**src/rtl/burst_seq_pkg.sv**
```systemverilog
package burst_seq_pkg;
  parameter int COL_W = 3;

  typedef enum logic [1:0] {
    LEN_FIXED8  = 2'd0,
    LEN_FIXED4  = 2'd1,
    LEN_PERCMD  = 2'd2,
    LEN_PERCMD2 = 2'd3
  } lenMode_e;

  typedef struct packed {
    logic             load;
    logic             active;
    logic [COL_W-1:0] slot;
  } seqStrobe_t;
endpackage

```
**src/rtl/burst_seq_ctrl.sv**
```systemverilog
module burst_seq_ctrl
  import burst_seq_pkg::*;
#(
  parameter int SLOT_W = COL_W
) (
  input  logic       clk,
  input  logic       rstN,
  input  logic       cmdValid,
  output seqStrobe_t strobe,
  output logic       busy
);
  localparam logic [SLOT_W-1:0] LAST_SLOT = {SLOT_W{1'b1}};

  logic              active;
  logic [SLOT_W-1:0] slot;
  logic              load;

  assign busy = active && (slot != LAST_SLOT);
  assign load = cmdValid && !busy;

  always_ff @(posedge clk) begin
    if (!rstN) begin
      active <= 1'b0;
      slot   <= '0;
    end else if (load) begin
      active <= 1'b1;
      slot   <= '0;
    end else if (active) begin
      if (slot == LAST_SLOT) begin
        active <= 1'b0;
      end else begin
        slot <= slot + 1'b1;
      end
    end
  end

  always_comb begin
    strobe.load   = load;
    strobe.active = active;
    strobe.slot   = slot;
  end

  // a taken command opens slot 0 on the next cycle
  p_start_slot0_r2: assert property (@(posedge clk) disable iff (!rstN)
    load |=> (active && slot == '0));

  // the last slot closes the burst when no command follows
  p_burst_ends_r2: assert property (@(posedge clk) disable iff (!rstN)
    (active && slot == LAST_SLOT && !cmdValid) |=> !active);

  // while busy, the running burst just advances
  p_busy_advances_r9: assert property (@(posedge clk) disable iff (!rstN)
    busy |=> (active && slot == $past(slot) + 1'b1));
endmodule

```
**src/rtl/burst_seq_dp.sv**
```systemverilog
module burst_seq_dp
  import burst_seq_pkg::*;
#(
  parameter int OFF_W = COL_W
) (
  input  logic             clk,
  input  logic             rstN,
  input  seqStrobe_t       strobe,
  input  logic             cmdIsWrite,
  input  logic [OFF_W-1:0] colLow,
  input  logic             interleave,
  input  logic [1:0]       lenMode,
  input  logic             lenSel,
  output logic             beatValid,
  output logic [OFF_W-1:0] beatOffset,
  output logic             driveEn
);
  localparam int HALF_W = OFF_W - 1;

  logic [OFF_W-1:0]  startR;
  logic              ilR;
  logic              chopR;
  logic              chopNow;
  logic [OFF_W-1:0]  startNow;
  logic [HALF_W-1:0] seqLow;
  logic [OFF_W-1:0]  seqOff;
  logic [OFF_W-1:0]  ilOff;
  logic              tailSlot;

  always_comb begin
    chopNow = (lenMode == LEN_FIXED4) || (lenMode[1] && !lenSel);
    if (!cmdIsWrite) begin
      startNow = colLow;
    end else if (chopNow) begin
      startNow = {colLow[OFF_W-1], {HALF_W{1'b0}}};
    end else begin
      startNow = '0;
    end
  end

  always_ff @(posedge clk) begin
    if (!rstN) begin
      startR <= '0;
      ilR    <= 1'b0;
      chopR  <= 1'b0;
    end else if (strobe.load) begin
      startR <= startNow;
      ilR    <= interleave;
      chopR  <= chopNow;
    end
  end

  assign seqLow   = startR[HALF_W-1:0] + strobe.slot[HALF_W-1:0];
  assign seqOff   = {startR[OFF_W-1] ^ strobe.slot[OFF_W-1], seqLow};
  assign ilOff    = startR ^ strobe.slot;
  assign tailSlot = chopR && strobe.slot[OFF_W-1];

  assign beatValid  = strobe.active;
  assign driveEn    = strobe.active && !tailSlot;
  assign beatOffset = driveEn ? (ilR ? ilOff : seqOff) : '0;

  // no occupied slot means a quiet output
  p_idle_quiet_r1: assert property (@(posedge clk) disable iff (!rstN)
    !beatValid |-> (!driveEn && beatOffset == '0));

  // a read's first beat is the requested offset in either order
  p_read_first_r4: assert property (@(posedge clk) disable iff (!rstN)
    (strobe.load && !cmdIsWrite) |=> (beatOffset == $past(colLow)));

  // a fixed eight-beat write opens at offset zero
  p_write8_first_r5: assert property (@(posedge clk) disable iff (!rstN)
    (strobe.load && cmdIsWrite && lenMode == LEN_FIXED8) |=> (beatOffset == '0 && driveEn));
endmodule

```
**src/rtl/burst_seq_top.sv**
```systemverilog
module burst_seq_top
  import burst_seq_pkg::*;
(
  input  logic       clk,
  input  logic       rstN,
  input  logic       cmdValid,
  input  logic       cmdIsWrite,
  input  logic [2:0] colLow,
  input  logic       interleave,
  input  logic [1:0] lenMode,
  input  logic       lenSel,
  output logic       beatValid,
  output logic [2:0] beatOffset,
  output logic       driveEn,
  output logic       busy
);
  seqStrobe_t strobe;

  burst_seq_ctrl #(.SLOT_W(COL_W)) uCtrl (
    .clk      (clk),
    .rstN     (rstN),
    .cmdValid (cmdValid),
    .strobe   (strobe),
    .busy     (busy)
  );

  burst_seq_dp #(.OFF_W(COL_W)) uDp (
    .clk        (clk),
    .rstN       (rstN),
    .strobe     (strobe),
    .cmdIsWrite (cmdIsWrite),
    .colLow     (colLow),
    .interleave (interleave),
    .lenMode    (lenMode),
    .lenSel     (lenSel),
    .beatValid  (beatValid),
    .beatOffset (beatOffset),
    .driveEn    (driveEn)
  );
endmodule

```
**config.mk**
```make
export PLATFORM = sky130hd
export DESIGN_NAME = burst_seq_top
export DESIGN_NICKNAME = d
export VERILOG_FILES = /design/src/rtl/burst_seq_pkg.sv /design/src/rtl/burst_seq_ctrl.sv /design/src/rtl/burst_seq_dp.sv /design/src/rtl/burst_seq_top.sv
export SDC_FILE = /design/constraint.sdc
export NUM_CORES = 1
export LEC_CHECK = 0
export BUFFER_PORTS_ARGS = -buffer_cell sky130_fd_sc_hd__buf_2
export CAP_MARGIN = 25
export CORE_AREA = 2 2 39 41
export DETAILED_ROUTE_END_ITERATION = 16
export DIE_AREA = 0 0 41 43
export GPL_ROUTABILITY_DRIVEN = 0
export PLACE_DENSITY_LB_ADDON = 0.3
export SLEW_MARGIN = 10
export SYNTH_ARGS = -nofsm -noshare
export SYNTH_HDL_FRONTEND = slang
export SYNTH_SLANG_ARGS = --single-unit
```
**constraint.sdc**
```tcl
create_clock -name clk -period 4 [get_ports clk]
set_clock_uncertainty 0.1 [all_clocks]
set_input_delay 0.4 -clock clk [delete_from_list [all_inputs] [get_ports clk]]
set_output_delay 0.4 -clock clk [all_outputs]
set_load 0.02 [all_outputs]
```
# Word level (Yosys, flattened, before mapping)

Cells that the tools add are included.

Mux-type cells: 7
Reduce and logical (&&, ||, !) cells: 11
Equal/unequal tests: 3
Add/subtract/negate cells: 2
Bitwise gates (word level): 4

Operators by type and width:

| cell                | count |
|---|---|
| $mux 3              | 4 |
| $logic_and 1x1->1   | 5 |
| $add 3x1->3 const B | 1 |
| $eq 3x3->1 const B  | 1 |
| $logic_not 1->1     | 3 |
| $mux 1              | 3 |
| $ne 3x3->1 const B  | 1 |
| $xor 3x3->3         | 1 |
| $add 2x2->2         | 1 |
| $eq 2x1->1 const B  | 1 |
| $not 1->1           | 2 |
| $reduce_and 2->1    | 1 |
| $reduce_or 2->1     | 1 |
| $logic_or 1x1->1    | 1 |
| $xor 1x1->1         | 1 |

Bits of input ports: 11
Register bits after elaboration: 9

# Depth between registers and ports, before layout

Word-level depth: 5
Depth in mapped cells: 7

# Hierarchy

A second synthesis with hierarchy kept.

Cell total of the unflattened synthesis: 55
Area, all modules: 505.5 um2

Modules (own cells, without submodules):

| module         | cells each | times used | area each (um2) |
|---|---|---|---|
| burst_seq_dp   | 34         | 1          | 290.3 |
| burst_seq_ctrl | 21         | 1          | 215.2 |

# Worst setup path before layout

Ideal clock, no wire load.

Path type: register -> output
From: reg uCtrl.slot[0]
To: out beatOffset[1]
Path buffers: 0
Setup slack: 2.482 ns
Cell stages (with the launch flop): 5
Data arrival time: 1.018 ns
Cells stage by stage: dfxtp_1 ha_1 nor2b_1 xnor2_1 nor2_1

Word-level cells in the longest chain between the ends: 3

RTL lines:

| item                   | line                 | RTL |
|---|---|---|
| start, declared        | burst_seq_ctrl.sv:15 | `logic [SLOT_W-1:0] slot;` |
| start signal, assigned | burst_seq_ctrl.sv:32 | `slot <= slot + 1'b1;` |
| $add 2x2->2            | burst_seq_dp.sv:53   | `assign seqLow = startR[HALF_W-1:0] + strobe.slot[HALF_W-1:0];` |
| $mux 3 (2 in series)   | burst_seq_dp.sv:60   | `assign beatOffset = driveEn ? (ilR ? ilOff : seqOff) : '0;` |
| end, declared          | burst_seq_top.sv:13  | `output logic [2:0] beatOffset,` |

No other way between the ends.

# Worst setup path in the final report

From: reg uCtrl.slot[0]
To: out busy

Word-level cells in the longest chain between the ends: 2

RTL lines:

| item              | line                 | RTL |
|---|---|---|
| $ne 3x3->1        | burst_seq_ctrl.sv:18 | `assign busy = active && (slot != LAST_SLOT);` |
| $logic_and 1x1->1 | burst_seq_ctrl.sv:18 |  |
| end, declared     | burst_seq_top.sv:15  | `output logic busy` |

No other way between the ends.

==> results.md <==
* Worst-Margin Slew at 560 ps
* DR pass1 iterations at 2
* Setup TNS Final at 0 ps
* Post-synthesis mux area share at 0%
* Synth Area in Simple Gates at between 20% and 30%
* Share of layout cells above drive strength 1 at about 32%
* Worst setup EP type: primary output
* Post-Synth XOR/XNOR Area at between 5 and 6%
* CTS tree: done
* Nets at 89
* Most repeated library cell on the critical path: ha_1
* IO Pins at 17
* CP required at approximately 3500 ps
* CTS Buf Count at 3
* H-tree depth at 1
* Clock transition at the registers of the reported paths at 60 ps
* Asr flop ratio synth at 0%
* CP Cell Sequence: ha_1 -> ha_1 -> nand2b_1 -> clkinv_8 -> buf_2
* Setup crit start kind: flip-flop
* Leakage at 0.281 nW
* Global-route wire length before repair at between 1.5 and 2 mm
* Design area at 598 um^2
* Fin crit share at 54.9%
* Largest net degree at the start of global routing at 11
* Total power at 0.202 mW
* Fin. max-slew vios at 0
* Worst-path fanout max at 10
* Hold slack final at approximately 300 ps
* Sequential-to-total area share from yosys stat at 37.3%
* Antenna violations before repair at 0
* Hold Path Class: input pin to flip-flop
* Post-synth EDFFs at 0
* Max Fclk at 456 MHz
* Synth Area in Compound Gates at between 15 and 20%
* Largest area contributor in the netlist: dfxtp_1
* Count leader, synth: dfxtp_1
* CP Launch Point: uCtrl.slot[0]
* Dpl ws at 2070 ps
* Layout area overhead at 23.8%
* Final setup margin at 1810 ps
* Ys flop type: dfxtp_1
* Synth Instances at 55
* Root buf cell: clkbuf_4
* Routed WL per cell at ~11 um
* Core outline area at between 0.001 and 0.0015 mm^2
* Slew margin rel. at 62.6%
* Initial DRC Count at 2
* Max-cap violations at 0
* Post-Synth Adder-Cell Area at 7.77%
* RR Startpoint: uCtrl.slot[0]
* Clock net sink count at 9
* Largest family of logic cells by synthesized area: simple AND/OR/NAND/NOR gates
* Initial Util at 34.9%
* Critical path's largest stage delay at roughly 460 ps
* Post-DP HPWL at 768 um
* Synthesized area at 483 um^2
* IO buf count at 16
* DR DRC count at 0
* WL final at approximately 970 um
* Pwr dens at 338 mW/mm^2
* Placed cell count at 86
* Post-CTS Repair Setup Buffers at 0
* Hold Startpoint: interleave
* Die X-Extent at 41 um
* Final setup fails at 0
* Clk_lat worst skew at ~260 ps
* Total GRT Usage at 13.6%
* Final core utilization at 43.2%
* Ys Warns at 0
* Unique masters post-synth at 22
* Minimum clock period at around 2200 ps
* Final antenna diode count at 0
* Vias per inst at around 5.0
* Rows at 14
* Via count at 448
* Max clock buf depth at 2
* Yosys reg bits at 9
* RSZ-0062 raised after global routing: no
* Top post-synthesis cells by area: dfxtp_1 37%, ha_1 7.8%, a21oi_1 7.3%
* Crit path DAT at 1690 ps
* Synthesized Nets at 69
* WS Path Type: flip-flop to primary output
* Die Area at ~0.0018 mm^2
* Top post-synthesis cells by count: 9 x dfxtp_1, 7 x a21oi_1, 5 x nand2_1, 4 x nand2b_1, 4 x nand3_1
* Vias in the first global route at 417
* Max stage delay cell, worst path: nand2b_1
* Placed cell area at 572 um^2
* Total gr overflow at 0
* Status: finished, final reports clean
* Hold_buf cts at 0
* Top cell type's share of synthesized area at between 30 and 40%
* Post-route insts no fill at 90
* Syn_area_per_cell at about 8.8 um^2
* Worst vdd ir at 0.000206 V
* # resized after CTS at 0
* DIE HEIGHT at 43 um
* Post-DRT Antenna Nets at 0
* Hold Fails Final Rpt at 0
cells by family (layout without fill, tap and decap cells):
kind of cell | count (synthesis) | in the layout
AND/OR/NAND/NOR | 22 | 22
flip-flops | 9 | 9
XOR/XNOR | 3 | 3
adder cells (fa/ha/maj) | 3 | 3
AO/OA/AOI/OAI | 13 | 13
buffers and inverters | 5 | 24
placed cells by master, fill, tap and decap left out, types with 2 or more instances in the layout:
master    netlist  layout
ha_1            3       3
xnor2_1         2       2
nand4b_1        2       2
inv_1           2       2
dfxtp_1         9       9
clkbuf_4        0       3
o21ai_1         3       3
nand3_1         4       4
buf_2           0      16
nor2_1          2       2
nand2_1         5       5
a21oi_1         7       7
and3_1          2       2
nand2b_1        4       4
per-layer routing:
metal	track usage [%]	wire (um)	share of wire [%]	vias to the layer above
met5	0	0	0	-
met4	12.0	9	0.93	0
met3	1.57	53	5.5	2
met2	21.3	453	47	17
met1	14.9	451	47	196
li1	-	-	-	233
final timing paths:
path / to / slack [ps] / cells after the start
setup / recovery: busy / 1810 / 5
hold / removal: uDp.ilR / 300 / 3
setup reg to reg: uDp.chopR / 2260 / 6
hold reg to reg: uDp.startR[0] / 390 / 2
layout make-up:
cell class	instances	area (um^2)
clock buffer	4	26.3
tap	16	20.0
timing repair buffer	16	80.1
multi-input combinational	41	264
sequential	9	180
inverter	4	27.5
fill	151	786
sequential cells by signal, indices dropped and copies added, names as in the netlist:
| signal | count |
|---|---|
| uDp.startR | 3 |
| uCtrl.active | 1 |
| uCtrl.slot | 3 |
| uDp.chopR | 1 |
| uDp.ilR | 1 |
where the power goes:
group          leakage, nW  internal, mW  switching (mW)
Sequential          0.0737        0.0941         0.00339
Combinational        0.192        0.0141          0.0206
Clock               0.0150        0.0384          0.0317
critical path, delay by kind of cell, from the launching register on:
family	cells	cell delay [ps]
flops	1	370
simple gates	1	460
buf+inv	2	320
fa+ha+maj	2	290
Note: power is estimated with default switching activity, not from simulation.
